File: src/rtl/rb_pkg.sv
package rb_pkg;
  typedef enum logic [1:0] {
    ST_IDLE,
    ST_OPENING,
    ST_OPEN,
    ST_RECOVER
  } rb_state_e;
endpackage

File: src/rtl/rb_seq.sv
module rb_seq
  import rb_pkg::*;
#(
  parameter int OPEN_LAT = 3,
  parameter int REC_LAT  = 3,
  parameter int RAW      = 4
) (
  input  logic           clk_i,
  input  logic           rst_ni,
  input  logic           strobe_ni,
  input  logic           col_rd_i,
  input  logic           col_wr_i,
  input  logic [RAW-1:0] row_addr_i,
  output logic           load_o,
  output logic           wb_o,
  output logic           acc_ok_o,
  output logic           ready_o,
  output logic           err_o,
  output logic [RAW-1:0] row_o
);
  localparam int LMAX = (OPEN_LAT > REC_LAT) ? OPEN_LAT : REC_LAT;
  localparam int CW   = (LMAX > 1) ? $clog2(LMAX) : 1;

  rb_state_e      st_q, st_d;
  logic [CW-1:0]  cnt_q, cnt_d;
  logic           err_d;

  always_comb begin
    st_d   = st_q;
    cnt_d  = cnt_q;
    load_o = 1'b0;
    wb_o   = 1'b0;
    unique case (st_q)
      ST_IDLE: if (!strobe_ni) begin
        load_o = 1'b1;
        st_d   = ST_OPENING;
        cnt_d  = CW'(OPEN_LAT - 1);
      end
      ST_OPENING: if (cnt_q == '0) st_d = ST_OPEN;
                  else cnt_d = cnt_q - 1'b1;
      ST_OPEN: if (strobe_ni) begin
        wb_o  = 1'b1;
        st_d  = ST_RECOVER;
        cnt_d = CW'(REC_LAT - 1);
      end
      ST_RECOVER: if (cnt_q == '0) st_d = ST_IDLE;
                  else cnt_d = cnt_q - 1'b1;
      default: st_d = ST_IDLE;
    endcase
  end

  assign acc_ok_o = (st_q == ST_OPEN) && !strobe_ni;
  assign ready_o  = (st_q == ST_IDLE) || (st_q == ST_OPEN);
  // dropped column access, or strobe asserted while recovering
  assign err_d    = ((col_rd_i || col_wr_i) && !acc_ok_o) ||
                    ((st_q == ST_RECOVER) && !strobe_ni);

  always_ff @(posedge clk_i or negedge rst_ni) begin
    if (!rst_ni) begin
      st_q  <= ST_IDLE;
      cnt_q <= '0;
      err_o <= 1'b0;
      row_o <= '0;
    end else begin
      st_q  <= st_d;
      cnt_q <= cnt_d;
      err_o <= err_d;
      if (load_o) row_o <= row_addr_i;
    end
  end


  open_busy_chk: assert property (@(posedge clk_i) disable iff (!rst_ni)
    load_o |=> !ready_o);

  close_busy_chk: assert property (@(posedge clk_i) disable iff (!rst_ni)
    wb_o |=> !ready_o);

  busy_access_err_chk: assert property (@(posedge clk_i) disable iff (!rst_ni)
    ((col_rd_i || col_wr_i) && !ready_o) |=> err_o);

  recover_strobe_chk: assert property (@(posedge clk_i) disable iff (!rst_ni)
    (wb_o && !load_o) |=> !load_o);
endmodule

File: src/rtl/rb_array.sv
module rb_array #(
  parameter int          ROWS   = 16,
  parameter int          COLS   = 16,
  parameter int          DW     = 8,
  parameter int          RAW    = 4,
  parameter logic [DW-1:0] POISON = 8'hA5
) (
  input  logic                 clk_i,
  input  logic                 rst_ni,
  input  logic                 load_i,
  input  logic [RAW-1:0]       load_row_i,
  output logic [COLS*DW-1:0]   rd_data_o,
  input  logic                 wb_i,
  input  logic [RAW-1:0]       wb_row_i,
  input  logic [COLS*DW-1:0]   wb_data_i
);
  localparam int RW = COLS * DW;

  logic [RW-1:0] rows_w [ROWS];

  for (genvar r = 0; r < ROWS; r++) begin : g_row
    logic [RW-1:0] row_q;
    always_ff @(posedge clk_i or negedge rst_ni) begin
      if (!rst_ni)                                row_q <= '0;
      else if (wb_i && wb_row_i == RAW'(r))       row_q <= wb_data_i;
      else if (load_i && load_row_i == RAW'(r))   row_q <= {COLS{POISON}};
    end
    assign rows_w[r] = row_q;
  end

  assign rd_data_o = rows_w[load_row_i];


  single_port_chk: assert property (@(posedge clk_i) disable iff (!rst_ni)
    !(load_i && wb_i));

  poison_fill_chk: assert property (@(posedge clk_i) disable iff (!rst_ni)
    load_i |=> (rows_w[$past(load_row_i)] == {COLS{POISON}}));
endmodule

File: src/rtl/rb_rowbuf.sv
module rb_rowbuf #(
  parameter int COLS = 16,
  parameter int DW   = 8,
  parameter int CAW  = 4
) (
  input  logic               clk_i,
  input  logic               rst_ni,
  input  logic               load_i,
  input  logic [COLS*DW-1:0] load_row_i,
  input  logic               rd_i,
  input  logic               wr_i,
  input  logic [CAW-1:0]     col_i,
  input  logic [DW-1:0]      wdata_i,
  output logic [DW-1:0]      rdata_o,
  output logic [COLS*DW-1:0] row_o
);
  logic [DW-1:0] cell_q [COLS];

  always_ff @(posedge clk_i or negedge rst_ni) begin
    if (!rst_ni) begin
      for (int c = 0; c < COLS; c++) cell_q[c] <= '0;
      rdata_o <= '0;
    end else begin
      for (int c = 0; c < COLS; c++) begin
        if (load_i)                           cell_q[c] <= load_row_i[c*DW +: DW];
        else if (wr_i && col_i == CAW'(c))    cell_q[c] <= wdata_i;
      end
      if (rd_i) rdata_o <= cell_q[col_i];
    end
  end

  for (genvar c = 0; c < COLS; c++) begin : g_flat
    assign row_o[c*DW +: DW] = cell_q[c];
  end


  load_vs_access_chk: assert property (@(posedge clk_i) disable iff (!rst_ni)
    !(load_i && (rd_i || wr_i)));

  buf_hold_chk: assert property (@(posedge clk_i) disable iff (!rst_ni)
    !(load_i || wr_i) |=> $stable(row_o));

  rdata_hold_chk: assert property (@(posedge clk_i) disable iff (!rst_ni)
    !rd_i |=> $stable(rdata_o));
endmodule

File: src/rtl/rowbuf_dram.sv
module rowbuf_dram
  import rb_pkg::*;
#(
  parameter int            ROWS     = 16,
  parameter int            COLS     = 16,
  parameter int            DW       = 8,
  parameter int            OPEN_LAT = 3,
  parameter int            REC_LAT  = 3,
  parameter logic [DW-1:0] POISON   = 8'hA5,
  localparam int           RAW      = $clog2(ROWS),
  localparam int           CAW      = $clog2(COLS),
  localparam int           AW       = (RAW > CAW) ? RAW : CAW
) (
  input  logic          clk_i,
  input  logic          rst_ni,
  input  logic          row_strobe_ni,
  input  logic [AW-1:0] addr_i,
  input  logic          col_rd_i,
  input  logic          col_wr_i,
  input  logic [DW-1:0] wdata_i,
  output logic [DW-1:0] rdata_o,
  output logic          ready_o,
  output logic          err_o
);
  logic               load_w, wb_w, acc_ok_w;
  logic [RAW-1:0]     row_w;
  logic [COLS*DW-1:0] arr_rd_w, buf_row_w;

  rb_seq #(.OPEN_LAT(OPEN_LAT), .REC_LAT(REC_LAT), .RAW(RAW)) u_seq (
    .clk_i      (clk_i),
    .rst_ni     (rst_ni),
    .strobe_ni  (row_strobe_ni),
    .col_rd_i   (col_rd_i),
    .col_wr_i   (col_wr_i),
    .row_addr_i (addr_i[RAW-1:0]),
    .load_o     (load_w),
    .wb_o       (wb_w),
    .acc_ok_o   (acc_ok_w),
    .ready_o    (ready_o),
    .err_o      (err_o),
    .row_o      (row_w)
  );

  rb_array #(.ROWS(ROWS), .COLS(COLS), .DW(DW), .RAW(RAW), .POISON(POISON)) u_arr (
    .clk_i      (clk_i),
    .rst_ni     (rst_ni),
    .load_i     (load_w),
    .load_row_i (addr_i[RAW-1:0]),
    .rd_data_o  (arr_rd_w),
    .wb_i       (wb_w),
    .wb_row_i   (row_w),
    .wb_data_i  (buf_row_w)
  );

  rb_rowbuf #(.COLS(COLS), .DW(DW), .CAW(CAW)) u_buf (
    .clk_i      (clk_i),
    .rst_ni     (rst_ni),
    .load_i     (load_w),
    .load_row_i (arr_rd_w),
    .rd_i       (col_rd_i && acc_ok_w),
    .wr_i       (col_wr_i && acc_ok_w),
    .col_i      (addr_i[CAW-1:0]),
    .wdata_i    (wdata_i),
    .rdata_o    (rdata_o),
    .row_o      (buf_row_w)
  );
endmodule

File: config.mk
export PLATFORM = sky130hd
export DESIGN_NAME = rowbuf_dram
export DESIGN_NICKNAME = d
export VERILOG_FILES = /design/src/rtl/rb_pkg.sv /design/src/rtl/rb_seq.sv /design/src/rtl/rb_array.sv /design/src/rtl/rb_rowbuf.sv /design/src/rtl/rowbuf_dram.sv
export SDC_FILE = /design/constraint.sdc
export NUM_CORES = 2
export LEC_CHECK = 0
export BUFFER_PORTS_ARGS = -buffer_cell sky130_fd_sc_hd__buf_2
export CAP_MARGIN = 40
export CORE_MARGIN = 2
export CORE_UTILIZATION = 57
export CTS_CLUSTER_SIZE = 24
export DETAILED_ROUTE_END_ITERATION = 12
export MAX_ROUTING_LAYER = met4
export PLACE_DENSITY = 0.74
export SYNTH_ARGS = -nofsm -noshare
export SYNTH_HDL_FRONTEND = slang
export SYNTH_SLANG_ARGS = --single-unit
File: constraint.sdc
create_clock -name clk_i -period 1.8 [get_ports clk_i]
set_input_delay 0.45 -clock clk_i [delete_from_list [all_inputs] [get_ports clk_i]]
set_output_delay 0.45 -clock clk_i [all_outputs]
set_load 0.02 [all_outputs]
==> results <==
- The number of warnings printed during yosys synthesis is 0.
- The mean instance size in the synthesized netlist is 13.4 sq um.
- After synthesis, the largest family of logic cells by area is compound AO/OA/AOI/OAI gates.
- The total wire length is 352000 um.
- After Yosys synthesis, and, or, nand and nor cells account for about 2.5% of the synthesized area.
- The internal power of the cells totals 123000 uW.
- Detailed routing inserted a total of 75500 vias.
- The leakage power of the design is 0.0526 uW.
- The final worst setup slack is -0.666 ns.
- The final critical path takes up 137% of the cycle.
- For the final database, setup skew stands at ~0.047 ns.
- Global routing used 42.3% of the available tracks.
- The number of DRC markers in iteration 0 is 11400.
- The largest driver fanout on the critical path is 2.
- The clock share of power is approximately a quarter.
- The required arrival time at the worst endpoint is 1.35 ns.
- For this run, the detailed router's first-pass iteration total came to 8.
- The share of the synthesized area in compound gates (AO/OA/AOI/OAI) is 23.3%.
- The core region is 167000 sq um.
- In the layout the commonest cells are dfrtp_1 (2193), o22a_1 (1025), a22o_1 (1024), buf_4 (589), mux2i_1 (553).
- The most frequent standard cell in the layout excluding fill and tap cells is dfrtp_1.
- CTS placed an instance of clkbuf_16 at the clock tree root.
- Setup violations remaining at the end of the flow were counted as 2198.
- The flip-flop and latch count after synthesis is 2193.
- The worst endpoint data arrival time is 2.02 ns.
- The vertical die dimension is about 410 um.
- The floorplan has 150 rows.
- Dividing the detail-routed wire length by the instance count gives around 35 um.
- The reg2reg setup slack is -0.51 ns.
- The switching fraction of total power is approximately a third.
- For this design the ratio of total power to cell area is 1570 nW/um^2.
- The half-perimeter wire length after placement is 203000 um.
- The weighted congestion at the end of routability-driven global placement is between 0.9 and 1.
- After layout, the design draws a total of 184000 uW.
- In the synthesized netlist the async set-or-reset flop fraction comes to 100%.
- Based on the critical path, the design can be clocked at up to 405 MHz.
- The floorplan step set the die width to 413 um.
- The primary flip-flop cell chosen by synthesis mapping is dfrtp_1.
- The initial antenna violation count is 25.
- Global routing finished with a remaining overflow of 0.
- The number of CTS-inserted buffers is 214.
- The adder and majority gate portion of the synthesized area is 0.0656%.
- The category of the worst setup path capture point is an output pin.
- The total count of hold-check failures in the final report is 0.
- The full die area is roughly 170000 sq um.
- The net switching component of the power is approximately 60000 uW.
- The parity-gate share of the synthesized area counting xor and xnor cells is 0%.
- The CTS tree is built.
- The relative contribution of combinational cells to total power is 29.1%.
- The first global-routing pass estimated between 500000 and 600000 um of wire.
- The type of the most critical hold path is in2async.
- The number of flops mapped to enable cells by yosys is 0.
- At the pin with the least slew margin, the transition time is between 0.8 and 0.9 ns.
- The area added between synthesis and finish is 22.9%.
- The count of nets after finishing is 7550.
- In this run the deepest clock path goes through 3 buffers.
- The number of distinct standard cells referenced by the synthesized netlist is 49.
- 27 I/O pins were placed.
- Entering global routing, the biggest net connects 85 pins.
- Subtracting the final worst setup slack from the clock period gives 2.47 ns.
- The count of nets left with antenna violations once routing finished came out at 0.
- The tightest slew margin relative to the limit is a little under half.
- The H-tree generated during clock tree synthesis spans 4 levels.
- The number of max-cap violations is 0.
- Setup repair after global routing could not meet its margin everywhere.
- The number of global-route vias before repair is between 70000 and 80000.
- For this run, design rule violations remaining after detail routing come to 0.
- The flow ran to the end, but the final reports show violations.
- The synthesized instance count is a little over 7000.
- STA classifies the critical path startpoint as a flop.
- The multiplexer fraction of the synthesized cell area is roughly 12%.
- The mean number of vias per cell is approximately 7.6.
- The peak ir drop on the vdd network is 1.40 mV.
- The latest clock arrival within the worst-skew pair is 0.89 ns.
- Hold timing on the final database bottoms out at a slack of 0.0495 ns.
- The effective utilization at floorplan is 57.2%.
- The number of port buffers is 26.
- Clock tree synthesis found a total of 2193 sinks.
- The classification of the worst setup path is reg2out.
- The net count after synthesis is approximately 7200.
- Clock-pin slew was measured on the worst setup and hold paths at ~0.070 ns.
- The register share of total power is a little under half.
- The number of max-slew violations in the final report came to 0.
- The final reports fail on negative setup slack.
- The post-route netlist has 24.1% of its cells at a drive strength greater than 1.
- In this run the cell area of the synthesized design comes to approximately 95000 sq um.
- The sequential element share of the synthesized area is between 50 and 60%.
metal layers:
layer / track usage [%] / vias up / share of wire (%)
met4: 29.6 / 0 / 8.3
met2: 60.2 / 6276 / 44
met3: 13.8 / 1912 / 13
met1: 51.1 / 38700 / 35
li1: - / 28600 / -
met5: - / - / 0
metrics by stage:
step / TNS (ns) / cell area [sq um] / std cells / util, % / worst slack (ns)
4_1_cts: -723.31 / 117000 / 9891 / 70.1 / -0.666
5_1_grt: -831.21 / 117000 / 9933 / 70.3 / -0.687
6_report: -726.19 / 117000 / 9937 / 70.3 / -0.666
3_5_place_dp: -656.23 / 107000 / 9373 / 63.9 / -0.778
2_1_floorplan: -67.34 / 95900 / 7134 / - / -0.115
3_3_place_gp: -598.41 / 107000 / 9373 / 63.9 / -0.709
state kept, by name, indices dropped and copies added (netlist names):
signal / count
u_seq.row_o: 4
u_buf.row_o: 128
u_seq.err_o: 1
u_seq.st_q: 2
u_buf.rdata_o: 8
u_seq.cnt_q: 2
u_arr.g_row.row_q: 2048
area by class of cell:
type | count | area (sq um)
clock buffer | 326 | 6420
timing repair buffer | 1118 | 14900
tap | 2204 | 2760
clock inverter | 69 | 958
sequential | 2193 | 54900
fill | 10400 | 49400
inverter | 5 | 18.8
multi-input combinational | 3996 | 37300
antenna | 26 | 65.1
Yosys cell counts, drive strengths merged, types with 2 or more instances:
cell | instances | share of area [%]
o22a | 1025 | 9.4
nand2 | 290 | 1.1
a22oi | 267 | 2.1
and3 | 32 | 0.21
mux2i | 553 | 5.8
nand4b | 3 | 0.028
mux4 | 270 | 6.4
buf | 534 | 2.7
a21o | 5 | 0.039
nor3 | 4 | 0.026
nor2b | 11 | 0.072
a31oi | 19 | 0.14
nand3 | 132 | 0.69
and4b | 2 | 0.021
nand2b | 6 | 0.039
a21oi | 142 | 0.78
and2 | 8 | 0.052
nor2 | 23 | 0.11
a221oi | 4 | 0.037
ha | 5 | 0.066
mux2 | 4 | 0.047
a32oi | 134 | 1.2
a22o | 1024 | 9.4
or2 | 2 | 0.013
inv | 5 | 0.020
o21ai | 16 | 0.13
dfrtp | 2193 | 58
clkbuf | 406 | 1.6
a221o | 6 | 0.063
power groups by stage:
stage	sequential, uW	combinational, uW	clock, uW
final	82800	53500	47200
after global routing	84100	56700	49200
after CTS	81600	52000	47000
after detailed placement	82000	49700	0
after global placement	80800	47600	0
after floorplan	77300	34800	0
path summary, 6_finish.rpt:
path / from / end / cells past startpoint
min in group clk_i: addr_i[0] / u_seq.row_o[0]$_DFFE_PN0P_ / 4
max: u_seq.st_q[1]$_DFFE_PN0P_ / ready_o / 4
max reg2reg: u_seq.st_q[0]$_DFFE_PN0P_ / u_arr.g_row[10].row_q[85]$_DFFE_PN0P_ / 9
min: rst_ni / u_arr.g_row[11].row_q[22]$_DFFE_PN0P_ / 2
max in group asynchronous: rst_ni / u_arr.g_row[6].row_q[56]$_DFFE_PN0P_ / 4
min reg2reg: u_arr.g_row[6].row_q[63]$_DFFE_PN0P_ / u_arr.g_row[6].row_q[63]$_DFFE_PN0P_ / 1
cell families (layout without fill, tap and decap cells):
group,after synthesis,in the layout
and+or+nand+nor,521,521
muxes,827,827
AOI/OAI and AO/OA,2643,2643
buffers and inverters,945,1518
DFF,2193,2193
other,0,26
adders and majority gates,5,5
critical path, cell delays in order, from the launching register on:
cell	delay, ns
dfrtp_1	0.38
buf_6	0.12
ha_4	0.15
or2_4	0.30
buf_6	0.16
what timing repair did:
action | in CTS | in global routing
cloned | 60 | 4
pin swaps | 107 | 11
hold endpoints to repair | 771 | 0
gates resized for setup | 149 | 16
setup buffers | 60 | 17
hold buffers | 3 | 0
setup endpoints to repair | 2189 | 2199
Note: power is estimated with default switching activity, not from simulation.
